[src/rtl/cordic_pkg.sv]
package cordic_pkg;

    localparam int DW       = 32;
    localparam int GW       = 2;
    localparam int IW       = DW + GW;
    localparam int HW       = DW / 2;
    localparam int PW       = 4;
    localparam int TBL_LEN  = 24;
    localparam int CNTW     = $clog2(TBL_LEN + 1);

    // reciprocal of the CORDIC gain, q1.31
    localparam logic signed [DW-1:0] KINV = 32'sd1304065748;

    localparam logic signed [IW-1:0] ONE_A  = {{GW{1'b0}}, 1'b1, {(DW-1){1'b0}}};
    localparam logic signed [IW-1:0] HALF_A = {{(GW+1){1'b0}}, 1'b1, {(DW-2){1'b0}}};
    localparam logic signed [IW-1:0] MAX_W  = {{(GW+1){1'b0}}, {(DW-1){1'b1}}};
    localparam logic signed [IW-1:0] MIN_W  = {{(GW+1){1'b1}}, {(DW-1){1'b0}}};
    localparam logic signed [IW-1:0] MAX_N  = {{(IW-HW+1){1'b0}}, {(HW-1){1'b1}}};
    localparam logic signed [IW-1:0] MIN_N  = {{(IW-HW+1){1'b1}}, {(HW-1){1'b0}}};
    localparam logic signed [IW-1:0] RND_N  = {{(IW-HW){1'b0}}, 1'b1, {(HW-1){1'b0}}};

    typedef enum logic [1:0] {ST_IDLE, ST_RUN, ST_FIN} state_e;
    typedef enum logic {FN_COS = 1'b0, FN_SIN = 1'b1} func_e;

    typedef struct packed {
        logic signed [IW-1:0] x;
        logic signed [IW-1:0] y;
        logic signed [IW-1:0] z;
    } vec_t;

    // atan(2^-i) / pi, scaled by 2^31
    function automatic logic [DW-1:0] atan_step(input logic [CNTW-1:0] i);
        case (i)
            5'd0:  return 32'd536870912;
            5'd1:  return 32'd316933406;
            5'd2:  return 32'd167458908;
            5'd3:  return 32'd85004756;
            5'd4:  return 32'd42667330;
            5'd5:  return 32'd21354465;
            5'd6:  return 32'd10679841;
            5'd7:  return 32'd5340245;
            5'd8:  return 32'd2670163;
            5'd9:  return 32'd1335087;
            5'd10: return 32'd667544;
            5'd11: return 32'd333772;
            5'd12: return 32'd166886;
            5'd13: return 32'd83443;
            5'd14: return 32'd41722;
            5'd15: return 32'd20861;
            5'd16: return 32'd10430;
            5'd17: return 32'd5215;
            5'd18: return 32'd2608;
            5'd19: return 32'd1304;
            5'd20: return 32'd652;
            5'd21: return 32'd326;
            5'd22: return 32'd163;
            5'd23: return 32'd81;
            default: return '0;
        endcase
    endfunction

    function automatic logic [CNTW-1:0] iter_total(input logic [PW-1:0] p);
        int n;
        n = (p == '0) ? 1 : int'(p);
        n = n * 4;
        if (n > TBL_LEN) n = TBL_LEN;
        return CNTW'(n);
    endfunction

    function automatic logic [DW-1:0] fmt_out(input logic signed [IW-1:0] v, input logic narrow);
        logic signed [IW-1:0] r;
        if (narrow) begin
            r = (v + RND_N) >>> HW;
            if (r > MAX_N) r = MAX_N;
            else if (r < MIN_N) r = MIN_N;
        end else begin
            r = v;
            if (r > MAX_W) r = MAX_W;
            else if (r < MIN_W) r = MIN_W;
        end
        return r[DW-1:0];
    endfunction

endpackage

[src/rtl/cordic_prep.sv]
module cordic_prep
    import cordic_pkg::*;
(
    input  logic          narrow,
    input  logic [DW-1:0] ang_in,
    input  logic [DW-1:0] mod_in,
    output vec_t          v0
);
    logic signed [DW-1:0]   ang, modv;
    logic signed [IW-1:0]   ang_e, xs;
    logic signed [2*DW-1:0] prod;
    logic                   fold;

    always_comb begin
        ang   = narrow ? {ang_in[HW-1:0], {HW{1'b0}}} : ang_in;
        modv  = narrow ? {mod_in[HW-1:0], {HW{1'b0}}} : mod_in;
        ang_e = IW'(ang);
        prod  = modv * KINV;
        xs    = IW'(prod >>> (DW - 1));
        fold  = (ang_e > HALF_A) || (ang_e < -HALF_A);
        v0.y  = '0;
        v0.x  = fold ? -xs : xs;
        if (!fold)
            v0.z = ang_e;
        else if (ang_e > 0)
            v0.z = ang_e - ONE_A;
        else
            v0.z = ang_e + ONE_A;
    end
endmodule

[src/rtl/cordic_stage.sv]
module cordic_stage
    import cordic_pkg::*;
(
    input  vec_t            vi,
    input  logic [CNTW-1:0] idx,
    output vec_t            vo
);
    logic signed [IW-1:0] xi, yi, zi, xs, ys, at;

    always_comb begin
        xi = vi.x;
        yi = vi.y;
        zi = vi.z;
        xs = xi >>> idx;
        ys = yi >>> idx;
        at = {{GW{1'b0}}, atan_step(idx)};
        if (!zi[IW-1]) begin
            vo.x = xi - ys;
            vo.y = yi + xs;
            vo.z = zi - at;
        end else begin
            vo.x = xi + ys;
            vo.y = yi - xs;
            vo.z = zi + at;
        end
    end
endmodule

[src/rtl/cordic_post.sv]
module cordic_post
    import cordic_pkg::*;
(
    input  vec_t          vf,
    input  func_e         fn,
    input  logic          narrow,
    output logic [DW-1:0] r1,
    output logic [DW-1:0] r2
);
    logic [DW-1:0] cpart, spart;

    always_comb begin
        cpart = fmt_out(vf.x, narrow);
        spart = fmt_out(vf.y, narrow);
        if (fn == FN_COS) begin
            r1 = cpart;
            r2 = spart;
        end else begin
            r1 = spart;
            r2 = cpart;
        end
    end
endmodule

[src/rtl/cordic_sincos.sv]
module cordic_sincos
    import cordic_pkg::*;
(
    input  logic          clk,
    input  logic          rst,
    input  logic          start_i,
    input  logic          func_i,
    input  logic [3:0]    prec_i,
    input  logic          wide_i,
    input  logic [31:0]   arg1_i,
    input  logic [31:0]   arg2_i,
    output logic          done_o,
    output logic [31:0]   res1_o,
    output logic [31:0]   res2_o
);
    state_e          state_q;
    vec_t            vec_q, v_init, v_next;
    logic [CNTW-1:0] iter_q, last_q;
    func_e           fn_q;
    logic            wide_q;
    logic            done_q;
    logic [DW-1:0]   res1_q, res2_q, r1_c, r2_c;

    cordic_prep u_prep (
        .narrow (wide_i),
        .ang_in (arg1_i),
        .mod_in (arg2_i),
        .v0     (v_init)
    );

    cordic_stage u_stage (
        .vi  (vec_q),
        .idx (iter_q),
        .vo  (v_next)
    );

    cordic_post u_post (
        .vf     (vec_q),
        .fn     (fn_q),
        .narrow (wide_q),
        .r1     (r1_c),
        .r2     (r2_c)
    );

    always_ff @(posedge clk) begin
        if (rst) begin
            state_q <= ST_IDLE;
            vec_q   <= '0;
            iter_q  <= '0;
            last_q  <= '0;
            fn_q    <= FN_COS;
            wide_q  <= 1'b0;
            done_q  <= 1'b0;
            res1_q  <= '0;
            res2_q  <= '0;
        end else begin
            done_q <= 1'b0;
            case (state_q)
                ST_IDLE: begin
                    if (start_i) begin
                        vec_q   <= v_init;
                        iter_q  <= '0;
                        last_q  <= iter_total(prec_i) - CNTW'(1);
                        fn_q    <= func_e'(func_i);
                        wide_q  <= wide_i;
                        state_q <= ST_RUN;
                    end
                end
                ST_RUN: begin
                    vec_q  <= v_next;
                    iter_q <= iter_q + CNTW'(1);
                    if (iter_q == last_q) state_q <= ST_FIN;
                end
                ST_FIN: begin
                    res1_q  <= r1_c;
                    res2_q  <= r2_c;
                    done_q  <= 1'b1;
                    state_q <= ST_IDLE;
                end
                default: state_q <= ST_IDLE;
            endcase
        end
    end

    assign done_o = done_q;
    assign res1_o = res1_q;
    assign res2_o = res2_q;
endmodule

[config.mk]
export PLATFORM = sky130hd
export DESIGN_NAME = cordic_sincos
export DESIGN_NICKNAME = d
export VERILOG_FILES = /design/src/rtl/cordic_pkg.sv /design/src/rtl/cordic_prep.sv /design/src/rtl/cordic_stage.sv /design/src/rtl/cordic_post.sv /design/src/rtl/cordic_sincos.sv
export SDC_FILE = /design/constraint.sdc
export NUM_CORES = 2
export LEC_CHECK = 0
export ABC_AREA = 1
export CAP_MARGIN = 20
export CORE_ASPECT_RATIO = 0.9
export CORE_UTILIZATION = 45
export DETAILED_ROUTE_END_ITERATION = 12
export PLACE_DENSITY_LB_ADDON = 0.3
export RECOVER_POWER = 25
export SLEW_MARGIN = 30
export SYNTH_ARGS = -nofsm -noshare
export SYNTH_HDL_FRONTEND = slang
export SYNTH_HIERARCHICAL = 1
export SYNTH_SLANG_ARGS = --single-unit
[constraint.sdc]
create_clock -name clk -period 21.5 [get_ports clk]
set_input_delay 4.3 -clock clk [delete_from_list [all_inputs] [get_ports clk]]
set_output_delay 4.3 -clock clk [all_outputs]
set_load 0.05 [all_outputs]
==> results <==
- The flow ran to the end, but the final reports show violations.
- The final reports fail on capacitance limit, slew limit.
- The cell with the largest stage delay on the worst path is o21ai_1.
- Setup slack closes at 7.15 ns.
- Gates resized during post-CTS repair numbered 0.
- The number of global-route vias before repair is between 40000 and 50000.
- Of the total synthesized cell area, the portion taken by full adders, half adders and majority gates is between 30 and 40%.
- Setup repair after global routing left no endpoint under its margin.
- In this run the most critical hold path is launched from res1_o[4]$_SDFFE_PP0P_.
- The post-detailed-routing wire length is about 170 mm.
- The worst register-to-register path ends at vec_q[87]$_SDFFE_PP0P_.
- The post-CTS setup buffer count is 0.
- The first global-routing pass estimated between 200 and 300 mm of wire.
- By area the synthesized netlist is led by fa_1, nand2_1, ha_1.
- No sink is reached through more buffers than the 2 on the longest clock path.
- The most area-hungry cell type in the Yosys netlist is fa_1.
- The worst hold path terminates at res1_o[4]$_SDFFE_PP0P_.
- For the worst setup path, the data arrival time is between 10 and 15 ns.
- Across the whole layout, storage elements account for ~3600 um^2.
- The final count of hold timing violations is 0.
- Clock-pin slew was measured on the worst setup and hold paths at 0.08 ns.
- In this run the worst hold path is classified as reg -> reg.
- The class of the most critical setup path is in -> reg.
- Setup violations remaining at the end of the flow were counted as 0.
- The number of antenna-violating nets in the routed design is 0.
- Global routing consumed, over all layers together, between 30% and 40% of the routing resources.
- Summing the areas of all xor and xnor instances in the mapped netlist gives between 5 and 6% of the synthesized area.
- Measured against its own limit, the worst slew margin works out to -72.4%.
- The number of buffer cells added on primary ports is 137.
- The pin count of the biggest net entering global routing is ~110.
- The initial antenna violation count is 0.
- The diode insertion count for antenna repair is 0.
- After filler insertion, the fill cell instance count of the layout stands at between 10000 and 15000.
- Along the worst path, the maximum fanout reaches between 50 and 60.
- The clock tree synthesis step divided the H-tree into 4 levels.
- The detailed router finished its first iteration with ~5000 violations.
- Of the total synthesized cell area, the portion taken by AND, OR, NAND and NOR gates is 32.0%.
- The sort of element at the start of the critical path is an input pin.
- For this run, the slowest stage of the critical path takes about 1.1 ns.
- In the routed layout, each cell is associated on average with a via count of between 5 and 6.
- The die covers 102000 um^2.
- The count of pins over their slew limit is approximately 90.
- In the synthesized netlist the dominant register cell turns out to be dfxtp_1.
- The post-place setup slack is around 7.1 ns.
- The residual DRC count is 0.
- For the finished layout, the period the worst path requires is roughly 14 ns.
- By count the netlist is led by nand2_1, inv_1, nor2_1, nand3_1, ha_1.
- Adding up every negative setup slack in the final design gives 0 ns.
- The synthesized design contains 180 register bits.
- The total congestion overflow is 0.
- The max-capacitance violation count is 1.
- After clock tree synthesis, the flow added hold-fix buffers numbering 0.
- The synthesized netlist contains 63 unique library cells.
- The mapped netlist covers roughly 45000 um^2.
- After legalization and detailed placement, the total HPWL measured 142 mm.
- The mean cell area of the mapped netlist is 6.35 um^2.
- The clock skew is 0.0173 ns.
- Summing all placed instances gives a cell area of between 40000 and 50000 um^2.
- In the final layout, the share of cells above drive strength 1 is approximately 3.8%.
- The share of the core filled with cells in the final layout is about half.
- The insertion delay of the later-clocked pin in the worst-skew pair is 0.51 ns.
- The total CTS buffers is 17.
- nand2_1 is the most common cell in the netlist.
- The row count is 110.
- The Yosys step of the flow raised 6 warnings.
- The number of standard cells after synthesis is between 7000 and 8000.
- Across all register-to-register paths, the minimum setup slack is roughly 15 ns.
- The sort of element at the end of the critical path is a flop.
- Measured in cells, the most critical reg-to-reg path has a length of 28.
- In this run the clock root is driven by a clkbuf_16.
- The core area is about 100000 um^2.
- After synthesis, the largest family of logic cells by area is simple AND/OR/NAND/NOR gates.
- The final net count is 8078.
- Static timing analysis puts the maximum clock frequency at 69.7 MHz.
- The clock tree from TritonCTS is built.
- After detailed routing, the average wire length per cell comes to 20.0 um.
- The count of flip-flops with a built-in enable after synthesis is 0.
- The number of I/O pins is 138.
- Of the available clock period, the critical path in the final layout requires about 67%.
- The async set or reset register ratio after synthesis is 0%.
- The clock sink count is 180.
- The startpoint identified for the worst register-to-register timing path is iter_q[0]$_SDFFE_PP0P_.
- The slew at the pin closest to its max-slew limit is between 2 and 3 ns.
- The number of instances on the worst hold path is 2.
- The share of the synthesized area in the top cell type is a little under a fifth.
- The synthesized netlist devotes between 10% and 20% of its cell area to compound gates.
- From left edge to right edge, the die measures 337 um.
- The congestion estimate from routability-driven global placement came to approximately 1.1.
- The area growth from synthesis to layout is 6.21%.
- The detailed-routing iteration count for the pre-antenna-repair pass is 9.
- Summing all non-filler instances in the final layout gives an area of around 48000 um^2.
- The starting density of the core is about 45%.
- The multiplexer fraction of the synthesized cell area is 0%.
- The routed layout has around 46000 vias.
- After synthesis, flip-flops and latches occupy approximately 7.9% of the total area.
- The required arrival time at the worst endpoint is about 22 ns.
- In this run the vertical extent of the chip is around 300 um.
- The area occupied by multi-input gates is ~36000 um^2.
-- metal layers --
metal / vias up / wire length [um] / global-route usage (%)
met1: 21853 / 81900 / 51.6
met4: 2 / 2230 / 5.01
met2: 2099 / 66100 / 46.0
met5: - / 55 / 0.416
met3: 142 / 19100 / 7.85
li1: 22158 / - / -
-- logic make-up after synthesis --
| logic type | count (synthesis) |
|---|---|
| adder cells (fa/ha/maj) | 875 |
| flip-flops | 180 |
| AND/OR/NAND/NOR | 3482 |
| XOR/XNOR | 282 |
| buffers and inverters | 1464 |
| other | 1 |
| AO/OA/AOI/OAI | 859 |
-- state kept, by name (all words and copies together), names as in the netlist --
name / cells
res1_o: 32
last_q: 4
res2_o: 32
done_o: 1
wide_q: 1
state_q: 2
fn_q: 1
iter_q: 5
vec_q: 102
-- worst max-delay path: cells and delay by family --
kind / cells / cell delay (ns)
and+or+nand+nor: 14 / 1.63
AOI/OAI and AO/OA: 5 / 2.47
buffers and inverters: 8 / 1.91
adders and majority gates: 9 / 4.36
-- through the flow --
stage | hold slack [ns] | std cells
2_1_floorplan | 0.456 | 7176
3_3_place_gp | 0.465 | 8454
3_5_place_dp | 0.471 | 8455
4_1_cts | 0.491 | 8487
5_1_grt | 0.503 | 8487
6_report | 0.482 | 8487
-- worst max path at each step --
stage          startpoint                     end
5_1_grt            wide_i  vec_q[89]$_SDFFE_PP0P_
3_3_place_gp       wide_i  vec_q[85]$_SDFFE_PP0P_
3_5_place_dp       wide_i  vec_q[85]$_SDFFE_PP0P_
2_1_floorplan      wide_i  vec_q[97]$_SDFFE_PP0P_
6_report           wide_i  vec_q[89]$_SDFFE_PP0P_
4_1_cts            wide_i  vec_q[85]$_SDFFE_PP0P_
-- final cells by class --
type	count	share of cell area [%]
clock inverter	15	0.416
timing repair buffer	174	3.42
tap	1344	3.49
inverter	1225	9.58
clock buffer	17	0.883
sequential	180	7.49
multi-input combinational	5532	74.7
-- placed cells by master, fill, tap and decap left out, types with 5 or more instances in the layout --
cell / instances
nand2_1: 1839
inv_1: 1178
nor2_1: 881
nand3_1: 520
ha_1: 448
fa_1: 427
o21ai_0: 404
a21oi_1: 265
xor2_1: 202
dfxtp_1: 175
clkdlybuf4s50_1: 135
xnor2_1: 78
nand2_2: 50
o21ai_1: 45
a21o_1: 38
nand4_1: 37
buf_4: 36
nor3_1: 36
inv_2: 35
conb_1: 34
nor2_2: 25
a31oi_1: 21
nand3b_1: 17
clkbuf_16: 17
nor2_4: 16
nand3_2: 15
o21bai_1: 15
or2_2: 13
a21boi_0: 12
nor4_1: 11
o21a_1: 10
nand2_4: 8
o22ai_1: 8
a211oi_1: 7
o211ai_1: 7
clkinv_8: 6
dfxtp_2: 5
Power is left out: the tool's default activity adds up to more than one toggle a clock period on the data nets, which glitch-free logic cannot reach.
